===== src/rtl/pwm_dt_pkg.sv =====
package pwm_dt_pkg;
  localparam int SIDES = 2;
  typedef enum logic [0:0] {
    SIDE_HI = 1'b0,
    SIDE_LO = 1'b1
  } side_e;
endpackage


===== src/rtl/pwm_sweep_counter.sv =====
module pwm_sweep_counter #(
  parameter int CNT_W = 16
) (
  input  logic                    clk,
  input  logic                    rst_n,
  input  logic                    run,
  input  logic        [CNT_W-1:0] period,
  input  logic signed [CNT_W-1:0] duty,
  output logic signed [CNT_W-1:0] cnt,
  output logic signed [CNT_W-1:0] duty_lat,
  output logic                    up,
  output logic                    started,
  output logic                    stb
);
  localparam logic signed [CNT_W-1:0] ONE = CNT_W'(1);

  logic signed [CNT_W-1:0] cnt_q, cnt_d;
  logic signed [CNT_W-1:0] half_q, half_d;
  logic signed [CNT_W-1:0] duty_q, duty_d;
  logic                    up_q, up_d;
  logic                    started_q, started_d;
  logic signed [CNT_W-1:0] half_raw, half_new;

  // Half period from the live input, never below one.
  assign half_raw = {1'b0, period[CNT_W-1:1]};
  assign half_new = (half_raw == '0) ? ONE : half_raw;

  always_comb begin
    cnt_d     = cnt_q;
    half_d    = half_q;
    duty_d    = duty_q;
    up_d      = up_q;
    started_d = started_q;
    if (!run) begin
      cnt_d     = '0;
      half_d    = '0;
      duty_d    = '0;
      up_d      = 1'b0;
      started_d = 1'b0;
    end else if (!started_q) begin
      // First sweep starts at the bottom with fresh settings.
      started_d = 1'b1;
      cnt_d     = -half_new;
      half_d    = half_new;
      duty_d    = duty;
      up_d      = 1'b1;
    end else if (up_q) begin
      if (cnt_q == half_q) begin
        up_d  = 1'b0;
        cnt_d = cnt_q - ONE;
      end else begin
        cnt_d = cnt_q + ONE;
      end
    end else begin
      if (cnt_q == (-half_q + ONE)) begin
        // Entering the bottom: the only point where settings reload.
        cnt_d  = -half_new;
        half_d = half_new;
        duty_d = duty;
        up_d   = 1'b1;
      end else begin
        cnt_d = cnt_q - ONE;
      end
    end
  end

  always_ff @(posedge clk or negedge rst_n) begin
    if (!rst_n) begin
      cnt_q     <= '0;
      half_q    <= '0;
      duty_q    <= '0;
      up_q      <= 1'b0;
      started_q <= 1'b0;
    end else begin
      cnt_q     <= cnt_d;
      half_q    <= half_d;
      duty_q    <= duty_d;
      up_q      <= up_d;
      started_q <= started_d;
    end
  end

  assign cnt      = cnt_q;
  assign duty_lat = duty_q;
  assign up       = up_q;
  assign started  = started_q;
  assign stb      = started_q & up_q & (cnt_q == -half_q);

  // the bottom lasts a single clock
  a_r2_stb_one_clock: assert property (@(posedge clk) disable iff (!rst_n)
    stb |=> !stb);

  // the latched duty only moves on the edge that lands on the bottom
  a_r9_latch_at_boundary: assert property (@(posedge clk) disable iff (!rst_n)
    ($past(run) && !$stable(duty_q)) |-> stb);

  // the counter stays inside the latched amplitude
  a_r2_in_range: assert property (@(posedge clk) disable iff (!rst_n)
    started_q |-> (cnt_q <= half_q) && (cnt_q >= -half_q));
endmodule


===== src/rtl/pwm_compare.sv =====
module pwm_compare #(
  parameter int CNT_W = 16
) (
  input  logic                    started,
  input  logic                    up,
  input  logic signed [CNT_W-1:0] cnt,
  input  logic signed [CNT_W-1:0] duty_lat,
  output logic [pwm_dt_pkg::SIDES-1:0] raw
);
  import pwm_dt_pkg::*;

  logic cmp_hi;

  // Strict compare on the rising ramp and inclusive on the falling ramp
  // make a zero duty word cover exactly half the sweep.
  always_comb begin
    if (up) cmp_hi = (cnt < duty_lat);
    else    cmp_hi = (cnt <= duty_lat);
    raw          = '0;
    raw[SIDE_HI] = started & cmp_hi;
    raw[SIDE_LO] = started & ~cmp_hi;
  end
endmodule


===== src/rtl/pwm_dt_gate.sv =====
module pwm_dt_gate #(
  parameter int DT_W = 10
) (
  input  logic            clk,
  input  logic            rst_n,
  input  logic            run,
  input  logic            raw,
  input  logic [DT_W-1:0] dt_val,
  output logic            out
);
  localparam int DCNT_W = DT_W + 1;
  localparam logic [DCNT_W-1:0] DONE = DCNT_W'(1);

  logic              prev_q, prev_d;
  logic              out_q, out_d;
  logic [DCNT_W-1:0] cnt_q, cnt_d;
  logic [DCNT_W-1:0] load_val;

  assign load_val = {dt_val, 1'b0};

  always_comb begin
    prev_d = prev_q;
    out_d  = out_q;
    cnt_d  = cnt_q;
    if (!run) begin
      prev_d = 1'b0;
      out_d  = 1'b0;
      cnt_d  = '0;
    end else begin
      prev_d = raw;
      if (!raw) begin
        out_d = 1'b0;
        cnt_d = '0;
      end else if (!prev_q) begin
        if (dt_val == '0) begin
          out_d = 1'b1;
          cnt_d = '0;
        end else begin
          out_d = 1'b0;
          cnt_d = load_val;
        end
      end else if (cnt_q == DONE) begin
        out_d = 1'b1;
        cnt_d = '0;
      end else if (cnt_q != '0) begin
        cnt_d = cnt_q - DONE;
      end
    end
  end

  always_ff @(posedge clk or negedge rst_n) begin
    if (!rst_n) begin
      prev_q <= 1'b0;
      out_q  <= 1'b0;
      cnt_q  <= '0;
    end else begin
      prev_q <= prev_d;
      out_q  <= out_d;
      cnt_q  <= cnt_d;
    end
  end

  assign out = out_q;

  // a turn-on happens only when the delay expires or no delay is set
  a_r5_turn_on_delay: assert property (@(posedge clk) disable iff (!rst_n)
    $rose(out_q) |-> (($past(dt_val) == '0) || ($past(cnt_q) == DONE)));

  // the output is never high unless the raw pulse was present
  a_r8_out_needs_raw: assert property (@(posedge clk) disable iff (!rst_n)
    out_q |-> $past(raw));
endmodule


===== src/rtl/pwm_pair_dt.sv =====
module pwm_pair_dt #(
  parameter int CNT_W = 16,
  parameter int DT_W  = 10
) (
  input  logic                    clk,
  input  logic                    rst_n,
  input  logic                    enable,
  input  logic                    sync_clr,
  input  logic        [CNT_W-1:0] period,
  input  logic signed [CNT_W-1:0] duty,
  input  logic        [DT_W-1:0]  dead_time,
  output logic                    hi_out,
  output logic                    lo_out,
  output logic                    boundary_stb
);
  import pwm_dt_pkg::*;

  logic                    run;
  logic signed [CNT_W-1:0] cnt;
  logic signed [CNT_W-1:0] duty_lat;
  logic                    up;
  logic                    started;
  logic [SIDES-1:0]        raw;
  logic [SIDES-1:0]        drv;

  assign run = enable & ~sync_clr;

  pwm_sweep_counter #(.CNT_W(CNT_W)) i_sweep (
    .clk      (clk),
    .rst_n    (rst_n),
    .run      (run),
    .period   (period),
    .duty     (duty),
    .cnt      (cnt),
    .duty_lat (duty_lat),
    .up       (up),
    .started  (started),
    .stb      (boundary_stb)
  );

  pwm_compare #(.CNT_W(CNT_W)) i_cmp (
    .started  (started),
    .up       (up),
    .cnt      (cnt),
    .duty_lat (duty_lat),
    .raw      (raw)
  );

  for (genvar g = 0; g < SIDES; g++) begin : g_side
    pwm_dt_gate #(.DT_W(DT_W)) i_gate (
      .clk    (clk),
      .rst_n  (rst_n),
      .run    (run),
      .raw    (raw[g]),
      .dt_val (dead_time),
      .out    (drv[g])
    );
  end

  assign hi_out = drv[SIDE_HI];
  assign lo_out = drv[SIDE_LO];

  // shoot-through never happens
  a_r7_never_both: assert property (@(posedge clk) disable iff (!rst_n)
    !(hi_out && lo_out));

  // clearing drives everything low on the next clock
  a_r1_idle_low: assert property (@(posedge clk) disable iff (!rst_n)
    !run |=> (!hi_out && !lo_out && !boundary_stb));
endmodule


===== config.mk =====
export PLATFORM = sky130hd
export DESIGN_NAME = pwm_pair_dt
export DESIGN_NICKNAME = d
export VERILOG_FILES = /design/src/rtl/pwm_dt_pkg.sv /design/src/rtl/pwm_sweep_counter.sv /design/src/rtl/pwm_compare.sv /design/src/rtl/pwm_dt_gate.sv /design/src/rtl/pwm_pair_dt.sv
export SDC_FILE = /design/constraint.sdc
export NUM_CORES = 1
export LEC_CHECK = 0
export ABC_AREA = 1
export ABC_CLOCK_PERIOD_IN_PS = 2900
export BUFFER_PORTS_ARGS = -buffer_cell sky130_fd_sc_hd__buf_2
export CAP_MARGIN = 20
export CORE_ASPECT_RATIO = 1.2
export CORE_MARGIN = 2
export CORE_UTILIZATION = 35
export CTS_CLUSTER_DIAMETER = 150
export CTS_CLUSTER_SIZE = 24
export DETAILED_ROUTE_END_ITERATION = 12
export PLACE_DENSITY = 0.63
export REMOVE_ABC_BUFFERS = 1
export SKIP_LAST_GASP = 1
export SLEW_MARGIN = 20
export SYNTH_ARGS = -nofsm -noshare
export SYNTH_HDL_FRONTEND = slang
export SYNTH_SLANG_ARGS = --single-unit

===== constraint.sdc =====
create_clock -name clk -period 2.9 [get_ports clk]
set_clock_uncertainty 0.05 [all_clocks]
set_input_delay 0.435 -clock clk [delete_from_list [all_inputs] [get_ports clk]]
set_output_delay 0.435 -clock clk [all_outputs]
set_load 0.01 [all_outputs]

## Word-level counts from Yosys, hierarchy flattened

Index checks and enable logic that the tools add are counted.

- Flip-flop bits (word level): 76
- Input port bits: 46
- Output and inout port bits: 3
- Word-level logic and storage cells: 86

- $add $sub $neg: 7
- Magnitude comparators: 2
- Eq/ne operators: 11
- Muxes and demuxes: 43
- Bitwise gates (word level): 7
- Reduce and logical (&&, ||, !) cells: 5

Operators by type and width:

| kind | number |
|---|---|
| $mux W16 | 13 |
| $mux W11 | 11 |
| $eq A16 B16 Y1 | 3 |
| $add A16 B2 Y16 const B | 2 |
| $neg A16 Y16 | 2 |
| $eq A11 B1 Y1 const B | 2 |
| $reduce_bool A11 Y1 | 2 |
| $sub A11 B1 Y11 const B | 2 |
| $mux W1 | 18 |
| $le A16 B16 Y1 | 1 |
| $logic_not A16 Y1 | 1 |
| $lt A16 B16 Y1 | 1 |
| $sub A16 B2 Y16 const B | 1 |
| $mux W15 | 1 |
| $logic_not A10 Y1 | 1 |
| $ne A5 B5 Y1 const B | 2 |
| $ne A4 B4 Y1 const B | 2 |
| $ne A3 B3 Y1 const B | 2 |
| $and A1 B1 Y1 | 5 |
| $not A1 Y1 | 2 |
| $reduce_and A2 Y1 | 1 |

## Logic depth before layout (Yosys ltp)

Gate-level depths: netlist (run 1).

- Depth after elaboration: 7
- Gate-level depth with buffers: 23
- Mapped depth without buffers: 23

## By module

A second synthesis (run 1) with hierarchy kept.

- Cells, all modules: 1122
- Area total of the unflattened synthesis: 7253.2 um^2

By module, submodules not included:

| module | instances | cells each | area each (um^2) | seq. area each (um^2) |
|---|---|---|---|---|
| pwm_sweep_counter | 1 | 754 | 4740.8 | 1226.2 |
| pwm_dt_gate | 2 | 144 | 1017.2 | 325.3 |
| pwm_compare | 1 | 78 | 467.9 | 0.0 |
| pwm_pair_dt | 1 | 2 | 10.0 | 0.0 |

## Worst setup path before layout (run 1)

OpenSTA, ideal clock, no wires.

- Path type: reg2reg
- Start point: reg i_sweep.half_q[0]
- End point: reg i_sweep.cnt_q[4] (netlist: i_sweep.cnt[4])
- Library setup time: 118 ps
- Data arrival time: 2615 ps
- Required time: 2732 ps
- Path slack: 118 ps
- Stages on the path, launching flop included: 23
- Buffers on the path: 1
- Clock period less this slack: 2782 ps
- Cells stage by stage: dfrtp_1 -> inv_1 -> ha_1 -> inv_1 -> nand2_1 -> nand2_2 -> nor2_4 -> nand3_2 -> nor2_2 -> nand2_2 -> nor2_8 -> nand2_4 -> nor2_1 -> nor2_1 -> nor2_2 -> nand2_1 -> nor2_4 -> nand2_2 -> buf_2 -> nand2_1 -> nand2_1 -> o21bai_1 -> inv_1

- Cells in the longest elaborated chain, start to end: 7
- Elaborated cells between the ends (all ways): 9
- Those cells by class: 2 x add/sub; 2 x eq/ne; 5 x mux

Ends and longest elaborated chain:

| what | line | text |
|---|---|---|
| from (decl) | pwm_sweep_counter.sv:18 | `logic signed [CNT_W-1:0] half_q, half_d;` |
| from (signal assigned) | pwm_sweep_counter.sv:76 | `half_q <= half_d;` |
| $neg A16 Y16 | pwm_sweep_counter.sv:55 | `if (cnt_q == (-half_q + ONE)) begin` |
| $add A16 B2 Y16 | pwm_sweep_counter.sv:55 |  |
| $eq A16 B16 Y1 | pwm_sweep_counter.sv:55 |  |
| $mux W16 | pwm_sweep_counter.sv:55 |  |
| $mux W16 * | pwm_sweep_counter.sv:47 | `end else if (up_q) begin` |
| $mux W16 * | pwm_sweep_counter.sv:40 | `end else if (!started_q) begin` |
| $mux W16 * | pwm_sweep_counter.sv:34 | `if (!run) begin` |
| via i_sweep.cnt_d[4] | pwm_sweep_counter.sv:17 | `logic signed [CNT_W-1:0] cnt_q, cnt_d;` |
| to (signal assigned) | pwm_sweep_counter.sv:75 | `cnt_q <= cnt_d;` |
| to (decl) | pwm_sweep_counter.sv:17 |  |

Mark *: on every way through the listed nets, which the timed path passes. The rest lies on a longest branch.
A chain may end at the register's enable or synchronous reset.

## Final worst setup path (run 1)

- Start point: reg i_sweep.half_q[1]
- End point: out boundary_stb

- Cells in the longest elaborated chain, start to end: 3

Ends and longest elaborated chain:

| what | line | text |
|---|---|---|
| $neg A16 Y16 | pwm_sweep_counter.sv:87 | `assign stb = started_q & up_q & (cnt_q == -half_q);` |
| $eq A16 B16 Y1 | pwm_sweep_counter.sv:87 |  |
| $and A1 B1 Y1 | pwm_sweep_counter.sv:87 |  |
| to (decl) | pwm_pair_dt.sv:14 | `output logic boundary_stb` |

No other way between the ends.

==> run_results.csv, run 1 <==
group,metric,value,unit
cells_and_area,fin_nets,1206,
yosys,synth_top_area_share,27.7,%
global_routing,grt_max_degree,76,
timing,tightest_slew,0.750,ns
drt,ant_nets,0,
die,die_area,20500,sq um
yosys,async_reset_ff_share,100,%
die,fp.dieH,156,microns
place,dpl.hpwl,15700,microns
cells_and_area,areaGrowthSynthToFinish,29.5,%
critical_path,slowest_delay,0.39,ns
power,power-per-cell-area,419,nW/um^2
cts,clkLatencyLatePin,0.35,ns
place,io_buffers,47,
critical_path,crit_required,2.41,ns
global_routing,antenna_found_initial,0,
yosys,synth_top_area_cell,"dfrtp_1",
power,leakagePower,4.34,nW
yosys,synth_area_leaders,"dfrtp_1 (28%), nand2_1 (13%), inv_1 (7.8%), nor2_1 (7.7%), nand3_1 (6.2%)",
critical_path,cp.arrival,2.58,ns
timing,finalHoldViolCount,0,
global_routing,grt_pass1_vias,6723,
cts,ctsHoldBuffers,0,
critical_path,critPathCaptureType,"output port",
die,ios,49,
yosys,syn_inst,1015,
drt,wl_per_cell,15.2,microns
cts,cts.clk_slew.worst_paths,0.06,ns
cts,cts_sinks,75,
drt,drc,0,
timing,setup_viol,41,
power,p_total,3.68,mW
drt,drtIter0Drc,413,
timing,fin_crit_sh,106,%
place,place_inst,1356,
timing,postLayoutSetupSlackWorst,-0.168,ns
power,worst_ir_drop_vdd,339,uV
global_routing,track_usage,20.9,%
drt,drt_wl_total,21200,microns
yosys,syn_avg_cell_area,6.68,sq um
die,row_count,55,
yosys,ys_warn_count,0,
cells_and_area,n_antenna_cell,0,
cts,cts_max_level,3,
die,fp.dieW,131,microns
die,core_area,18900,sq um
global_routing,overflow,0,
yosys,synth_edf_count,0,
drt,vias,7010,
cts,clk_path_buf_depth,2,
drt,drt_pre_antenna_iters,5,
cts,cts_root_buf,"clkbuf_16",
timing,slew_headroom,50.0,%
cells_and_area,drive_gt1_share,26.0,%
cts,cts_tree,"done",
cells_and_area,fin_util,46.4,%
place,gp_congestion,0.952,
yosys,synth_seq_area_share,27.7,%
drt,vias_per_cell,5.02,
yosys,synth_cell_types,45,
cts,cts_buffers,9,
timing,whs,0.0334,ns
run,cap_violations,0,
hold_path,min_path_type,"primary input to asynchronous set/reset pin",
cells_and_area,stdcell_count,1396,
outcome,violations,"negative setup slack",
timing,fmax,326,MHz
critical_path,critPathMaxFanout,4,
critical_path,setup.worst_path.start_class,"register",
outcome,status,"finished, violations left",
critical_path,crit_chain,"inv_2 > ha_4 > buf_6 > nand2_4 > nor2_4 > nand3_2 > buf_6 > xnor2_4 > inv_2 > nor4_2 > nand4_1 > nor4_2 > buf_2",
timing,rsz0062_at_grt,"true",
die,start_util,35.8,%
critical_path,crit_slowest_cell,"dfrtp_1",
yosys,synth.cell_area,6780,sq um
global_routing,grt_pass1_wl,33500,microns
critical_path,worstSetupPathType,"register to output port",
cells_and_area,fillers,1913,
yosys,synth-main-ff-cell,"dfrtp_1",
timing,min_period,3.07,ns
yosys,ys_ff_latch,75,
timing,drv_slew,0,
## Yosys cell counts, drive strengths merged (14+ instances only)
library cell / number
a21oi: 29
clkbuf: 17
dfrtp: 75
ha: 25
inv: 142
nand2: 240
nand3: 108
nand4: 28
nor2: 154
nor3: 19
o21ai: 67
xnor2: 14
xor2: 46
## cell families after synthesis
family                   Yosys count  synth area share [%]
AND/OR/NAND/NOR                  566                  39.5
XOR/XNOR                          60                  7.75
flip-flops                        75                  27.7
buffers and inverters            172                  10.2
AO/OA/AOI/OAI                    117                  10.3
adder cells (fa/ha/maj)           25                  4.61
## where the power goes
group	switching, mW	internal, mW
clock	0.460	0.910
combinational	0.714	0.462
sequential	0.0526	1.08
total	1.23	2.46
## final cells by class
type	instances	area [sq um]	share of cell area, %
Multi-Input combinational cell	769	4610	52.5
Clock buffer	12	267	3.03
Tap cell	256	320	3.65
Inverter	145	548	6.24
Sequential cell	75	1880	21.5
Clock inverter	4	95.1	1.08
Timing Repair Buffer	135	1060	12.1
## per-layer routing
layer	up-vias	wire length, microns	share of wire (%)	GRT usage [%]
li1	3519	-	-	-
met1	3270	9210	43	26.9
met2	177	10300	48	34.8
met3	44	1080	5.1	4.41
met4	0	619	2.9	6.64
met5	-	0	0	0
## what timing repair did
| action | 4_1_cts | 5_1_grt |
|---|---|---|
| pin swaps | 16 | 30 |
| buffers inserted | 15 | 10 |
| setup endpoints to repair | 40 | 71 |
| resized for setup | 30 | 86 |
| gates cloned | 1 | 2 |
## worst paths after layout
path / from / end / slack (ns) / depth (start not counted)
setup / recovery: i_sweep.half_q[1] / boundary_stb / -0.17 / 13
hold / removal: rst_n / g_side[0].i_gate.cnt_q[8] / 0.03 / 1
setup reg to reg: i_sweep.half_q[1] / i_sweep.half_q[5] / -0.14 / 22
hold reg to reg: i_sweep.duty_lat[0] / i_sweep.duty_lat[0] / 0.46 / 2
max in group asynchronous: rst_n / i_sweep.half_q[4] / 2.15 / 2
min in group clk: duty[0] / i_sweep.duty_lat[0] / 0.26 / 3
## stage by stage
| stage | setup slack (ns) | TNS, ns | instance area (sq um) |
|---|---|---|---|
| after global routing | -0.305 | -12.11 | 8780 |
| after CTS | -0.241 | -0.432 | 8350 |
| after floorplan | -1.18 | -62.04 | 6630 |
| final | -0.168 | -4.03 | 8780 |
| after global placement | -0.0704 | -0.228 | 7730 |
| after detailed placement | -0.0842 | -0.746 | 7730 |
## state kept, by name (all words and copies together) (netlist names)
| register | cells |
|---|---|
| i_sweep.cnt | 16 |
| i_sweep.up | 1 |
| i_sweep.started | 1 |
| g_side.i_gate.cnt_q | 22 |
| i_sweep.duty_lat | 16 |
| g_side.i_gate.prev_q | 2 |
| i_sweep.half_q | 15 |
| g_side.i_gate.out | 2 |
## cells in the final DEF (no fill, tap or decap), types with 4 or more instances in the layout
cell       instances
ha_1              24
nand2_4            7
nand2_2           19
nand3_2           30
inv_1            133
nand3_1           68
xor2_1            45
nor3_1            18
clkbuf_16         10
o21ai_0           33
nor2_4            12
dfrtp_2            6
nor2_1           127
nand2_1          212
inv_2              9
buf_4             69
o211ai_1           4
o22ai_1            4
nand3_4           10
xnor2_1           12
o21ai_1           15
buf_12             7
dfrtp_1           69
nand3b_1           5
a21oi_1           27
nand4_1           28
o21ai_2           19
nor2_2            13
buf_6              9
buf_2             46
nor4_1             5
## critical path: cells and delay by family, from the launching register on
family / cells / cell delay (ns)
buf+inv: 5 / 0.59
simple gates: 6 / 0.93
xor+xnor: 1 / 0.17
flops: 1 / 0.39
fa+ha+maj: 1 / 0.15
Power figures use the tool's default switching activity.
==> run 2, diff against run 1 <==
--- a/config.mk
+++ b/config.mk
@@ -7,7 +7,7 @@
 export LEC_CHECK = 0
 export ABC_AREA = 1
 export ABC_CLOCK_PERIOD_IN_PS = 2900
-export BUFFER_PORTS_ARGS = -buffer_cell sky130_fd_sc_hd__buf_2
+export BUFFER_PORTS_ARGS = -buffer_cell sky130_fd_sc_hd__buf_4
 export CAP_MARGIN = 20
 export CORE_ASPECT_RATIO = 1.2
 export CORE_MARGIN = 2
==> run 2 against run 1 <==
The flow still finishes with violations (negative setup slack). Setup slack better by 0.077 ns. Register-to-register slack better by 0.11 ns. Global-route usage increased by 0.069 points. Utilization is 1.1 points higher. Clock power down 21%. Power decreased by 6.4%. Via count up 2.3%. Worst hold slack better by 0.17 ns. Largest cell class unchanged. Largest power group is now combinational logic. Highest routed layer unchanged.
==> run_results.csv, run 2 (synthesis results as in run 1) <==
group,metric,value,unit
cells_and_area,fin_util,47.5,%
timing,fin_crit_sh,103,%
global_routing,grt_pass1_vias,6616,
timing,rsz0062_at_grt,"true",
place,dpl.hpwl,15800,microns
critical_path,worstSetupPathType,"register to output port",
place,place_area,7850,sq um
power,p_total,3.45,mW
timing,slew_headroom,33.4,%
cells_and_area,design_area,8980,sq um
global_routing,busiest_layer,"met2",
timing,tightest_slew,0.999,ns
power,intPower,2.21,mW
global_routing,met3_usage,2.84,%
cells_and_area,layout_commonest_cell,"nand2_1",
drt,drtIter0Drc,512,
cells_and_area,area.sequential,1880,sq um
drt,vias,7172,
power,p_sw_share,36.1,%
cells_and_area,regMostFlops,"g_side.i_gate.cnt_q",
global_routing,overflow,0,
power,p_comb_share,35.8,%
die,fp.dieW,131,microns
global_routing,grt_max_degree,76,
die,die_area,20500,sq um
die,ios,49,
timing,fmax,334,MHz
power,worst_ir_drop_vdd,300,uV
cts,clk_path_buf_depth,2,
die,row_count,55,
cts,ctsHoldBuffers,0,
die,start_util,35.8,%
power,clkPwrFrac,31.2,%
cells_and_area,mostFrequentLayoutCells,"nand2_1 (200), inv_1 (136), buf_4 (122)",
drt,drt_pre_antenna_iters,6,
cells_and_area,fin_nets,1215,
timing,setup_viol,7,
cells_and_area,fillers,1904,
power,switchingPower,1.24,mW
timing,min_period,2.99,ns
power,leakagePower,4.42,nW
critical_path,crit_slowest_cell,"dfrtp_1",
critical_path,crit_required,2.41,ns
critical_path,cp.arrival,2.51,ns
cts,cts_tree,"done",
hold_path,min_path_type,"primary input to asynchronous set/reset pin",
timing,finalHoldViolCount,0,
cts,cts_root_buf,"clkbuf_16",
cts,cts_buffers,9,
cts,clkLatencyLatePin,0.35,ns
drt,drt_wl_total,21500,microns
critical_path,critPathCaptureType,"output port",
critical_path,slowest_delay,0.38,ns
cts,cts_sinks,75,
power,seqPwrFrac,32.9,%
timing,drv_slew,0,
cells_and_area,largest_reg_flops,22,
place,gp_congestion,0.964,
global_routing,grt_use_met2,34.9,%
place,io_buffers,47,
outcome,status,"finished, violations left",
critical_path,setup.worst_path.start_class,"register",
global_routing,grtUsageMet1,27.8,%
cells_and_area,n_antenna_cell,0,
timing,postLayoutSetupSlackWorst,-0.0908,ns
critical_path,crit_chain,"inv_2 > ha_4 > nand2_4 > nor2_4 > buf_6 > nand3_4 > xnor2_2 > inv_1 > nor4_2 > nand4_1 > nor4_2 > buf_4 > buf_6",
cells_and_area,multi_input_comb_area,4710,sq um
global_routing,antenna_found_initial,0,
cts,cts_max_level,3,
global_routing,grt_pass1_wl,33400,microns
die,fp.dieH,156,microns
drt,drc,0,
place,dp_slack,-0.104,ns
cts,cts.clk_slew.worst_paths,0.06,ns
outcome,violations,"negative setup slack",
drt,wl_per_cell,15.3,microns
die,core_area,18900,sq um
cells_and_area,areaGrowthSynthToFinish,32.5,%
cells_and_area,drive_gt1_share,27.9,%
run,cap_violations,0,
drt,ant_nets,0,
drt,vias_per_cell,5.10,
power,power-per-cell-area,384,nW/um^2
critical_path,critPathMaxFanout,4,
global_routing,track_usage,21.0,%
==> run 2: what timing repair did <==
item | CTS | global route
gates resized for setup | 41 | 100
endpoints found under the setup margin | 47 | 52
setup buffers | 27 | 10
pin swaps | 25 | 42
cloned | 2 | 1
==> run 2: worst max-delay path, delay by kind of cell (launching register included) <==
family,cells,cell delay [ns]
simple gates,6,0.89
buf+inv,5,0.55
flops,1,0.38
fa+ha+maj,1,0.17
xor+xnor,1,0.16
==> run 2: stage by stage <==
step / hold slack (ns) / setup TNS [ns] / instances
floorplan: 0.0894 / -62.04 / 988
global placement: 0.453 / -1.67 / 1356
detailed placement: 0.452 / -2.39 / 1356
CTS: 0.223 / -0.242 / 1398
global route: 0.248 / -4.71 / 1405
finish: 0.203 / -0.160 / 1405
==> run 2: worst paths after layout <==
path / slack (ns) / cells after the start / to / from
worst max-delay path: -0.09 / 13 / boundary_stb / i_sweep.half_q[0]
worst min register to register: 0.47 / 2 / i_sweep.duty_lat[0] / i_sweep.duty_lat[0]
max in group asynchronous: 1.89 / 1 / i_sweep.half_q[4] / rst_n
worst max register to register: -0.03 / 22 / i_sweep.half_q[8] / i_sweep.half_q[0]
worst min-delay path: 0.20 / 1 / g_side[0].i_gate.cnt_q[0] / rst_n
min in group clk: 0.25 / 3 / i_sweep.duty_lat[0] / duty[0]
==> run 2: layout make-up <==
type | instances | area share, %
Sequential cell | 75 | 20.9
Clock buffer | 12 | 2.86
Inverter | 145 | 6.13
Tap cell | 256 | 3.57
Multi-Input combinational cell | 769 | 52.5
Timing Repair Buffer | 144 | 13.8
Clock inverter | 4 | 0.279
==> run 2: metal layers <==
metal	share of wire, %	routed length (microns)
met5	0	0
met4	2.8	608
met3	5.6	1200
met2	48	10400
met1	43	9260
==> run 2: power groups by stage <==
stage	clock, mW	sequential (mW)	combinational [mW]
CTS	1.11	1.13	1.14
finish	1.08	1.14	1.24
global route	1.15	1.14	1.36
floorplan	0	1.14	0.655
detailed placement	0	1.15	1.03
global placement	0	1.15	1.03
==> run 3, diff against run 2 <==
--- a/config.mk
+++ b/config.mk
@@ -15,7 +15,7 @@
 export CTS_CLUSTER_DIAMETER = 150
 export CTS_CLUSTER_SIZE = 24
 export DETAILED_ROUTE_END_ITERATION = 12
-export PLACE_DENSITY = 0.63
+export PLACE_DENSITY_LB_ADDON = 0.15
 export REMOVE_ABC_BUFFERS = 1
 export SKIP_LAST_GASP = 1
 export SLEW_MARGIN = 20
==> run 3 against run 2 <==
The run now ends clean. Clock power hardly changed. Routed wire length is 3.1% lower. Count of clock-buffer cells in the layout is 3 lower. Sequential power about the same. First-iteration DRC count fell by 12%. Utilization fell by 1.7 points. Via count decreased by 4.2%. Power down 1.9%. Combinational power shrank 6%. Final cell count shrank 1.1%. Highest routed layer unchanged. Setup slack improved by 0.11 ns.
==> run_results.csv, run 3 (synthesis results as in run 1) <==
group,metric,value,unit
drt,wl_per_cell,15.0,microns
cts,cts_sinks,75,
run,cap_violations,0,
global_routing,grt_pass1_vias,6568,
timing,postLayoutSetupSlackWorst,0.0186,ns
power,clkPwrFrac,32.4,%
power,p_comb_share,34.3,%
cts,cts_buffers,9,
timing,finalHoldViolCount,0,
timing,rsz0062_at_grt,"true",
cells_and_area,largest_reg_flops,22,
cells_and_area,fin_util,45.8,%
hold_path,min_path_type,"primary input to asynchronous set/reset pin",
timing,fmax,347,MHz
critical_path,crit_slowest_cell,"dfrtp_2",
timing,slew_headroom,51.7,%
place,dpl.hpwl,16100,microns
die,fp.dieW,131,microns
global_routing,antenna_found_initial,0,
cells_and_area,stdcell_count,1390,
drt,ant_nets,0,
place,dp_slack,-0.151,ns
power,seqPwrFrac,33.4,%
cts,clk_path_buf_depth,2,
cts,cts.clk_slew.worst_paths,0.07,ns
critical_path,timing.critical_path.mode_cell,"nand2_1",
timing,drv_slew,0,
cells_and_area,area.sequential,1880,sq um
die,start_util,35.8,%
global_routing,grt_max_degree,76,
timing,tightest_slew,0.724,ns
power,intPower,2.14,mW
cts,ctsHoldBuffers,0,
die,core_area,18900,sq um
timing,min_period,2.88,ns
drt,drc,0,
global_routing,track_usage,20.9,%
power,switchingPower,1.25,mW
cells_and_area,areaGrowthSynthToFinish,27.9,%
critical_path,r2r_end,"i_sweep.half_q[3]",
power,p_total,3.38,mW
global_routing,grt_pass1_wl,33200,microns
global_routing,overflow,0,
cells_and_area,layout_commonest_cell,"nand2_1",
critical_path,critPathCaptureType,"register",
critical_path,critPathLaunch,"i_sweep.half_q[4]",
cells_and_area,n_antenna_cell,0,
die,row_count,55,
cells_and_area,mostFrequentLayoutCells,"nand2_1 (210), inv_1 (136), nor2_1 (117)",
die,fp.dieH,156,microns
cts,cts_root_buf,"clkbuf_16",
critical_path,critPathMaxFanout,7,
place,place_inst,1351,
critical_path,crit_required,3.12,ns
die,ios,49,
cells_and_area,fin_nets,1200,
cells_and_area,regMostFlops,"g_side.i_gate.cnt_q",
critical_path,regToRegSetupSlack,0.02,ns
power,p_sw_share,36.9,%
critical_path,rr_startpoint,"i_sweep.half_q[4]",
critical_path,worstSetupPathType,"register to register",
drt,drtIter0Drc,450,
place,gp_congestion,0.900,
place,io_buffers,47,
drt,vias_per_cell,4.94,
cells_and_area,drive_gt1_share,24.5,%
outcome,status,"completed",
die,die_area,20500,sq um
drt,vias,6871,
critical_path,setup.worst_path.start_class,"register",
cts,cts_max_level,3,
cts,clkLatencyLatePin,0.34,ns
critical_path,slowest_delay,0.43,ns
cts,cts_tree,"done",
critical_path,reg2reg_depth,19,
critical_path,cp.arrival,3.10,ns
timing,fin_crit_sh,99.4,%
timing,setup_viol,0,
critical_path,crit_end,"i_sweep.half_q[3]",
power,worst_ir_drop_vdd,305,uV
power,leakagePower,4.33,nW
cells_and_area,multi_input_comb_area,4540,sq um
critical_path,crit_chain,"buf_4 > nor2_4 > nand2_4 > nor2_8 > nor2_2 > nor2_4 > nand2_1 > inv_1 > nand2_1 > nand2_1 > nand2_1 > nor2_1 > nand3_1 > nor2_4 > nand3_4 > nand2_8 > clkbuf_16 > nand3_2 > o21ai_1",
drt,drt_wl_total,20800,microns
power,power-per-cell-area,390,nW/um^2
cells_and_area,fillers,2018,
drt,drt_pre_antenna_iters,5,
==> run 3: how the worst min path moves through the flow <==
stage                             start                         to  cells after the start
CTS                               rst_n        i_sweep.duty_lat[0]                      1
floorplan                         rst_n  g_side[0].i_gate.cnt_q[0]                      0
global placement    i_sweep.duty_lat[0]        i_sweep.duty_lat[0]                      2
global route                      rst_n        i_sweep.duty_lat[0]                      1
detailed placement  i_sweep.duty_lat[0]        i_sweep.duty_lat[0]                      2
finish                            rst_n             i_sweep.cnt[3]                      1
==> run 3: layer usage <==
| metal | vias up | wire length (microns) | track usage, % |
|---|---|---|---|
| met2 | 130 | 9820 | 34.6 |
| met4 | 0 | 697 | 7.80 |
| li1 | 3507 | - | - |
| met1 | 3198 | 9570 | 27.5 |
| met3 | 36 | 713 | 3.04 |
| met5 | - | 0 | 0 |
==> run 3: worst max-delay path, delay by kind of cell (launching register included) <==
family                 cells  cell delay [ns]
AO/OA/AOI/OAI              1             0.09
buffers and inverters      3             0.39
flip-flops                 1             0.43
AND/OR/NAND/NOR           15             1.85
==> run 3: through the flow <==
step | area (sq um) | hold slack, ns | TNS, ns
4_1_cts | 8250 | 0.243 | -0.0850
3_5_place_dp | 7800 | 0.424 | -4.38
2_1_floorplan | 6630 | 0.0894 | -62.04
3_3_place_gp | 7800 | 0.420 | -2.26
6_report | 8670 | 0.0246 | 0
5_1_grt | 8670 | 0.131 | -5.93
==> run 3: layout make-up <==
class                           count  share of cell area [%]
Clock buffer                        9                    2.60
Clock inverter                      7                   0.679
Inverter                          145                    6.34
Multi-Input combinational cell    769                    52.4
Sequential cell                    75                    21.7
Tap cell                          256                    3.70
Timing Repair Buffer              129                    12.6
==> run 3: power by group through the flow <==
stage               registers [mW]  logic (mW)  clock network [mW]
floorplan                     1.14       0.655                   0
global placement              1.15        1.02                   0
detailed placement            1.15        1.03                   0
CTS                           1.13        1.07                1.13
global route                  1.13        1.30                1.18
finish                        1.13        1.16                1.09
==> run 3: repair_timing <==
item / CTS / global route
cloned: 0 / 4
buffers inserted: 8 / 12
pin swaps: 12 / 20
resized for setup: 26 / 70
endpoints found under the setup margin: 49 / 51
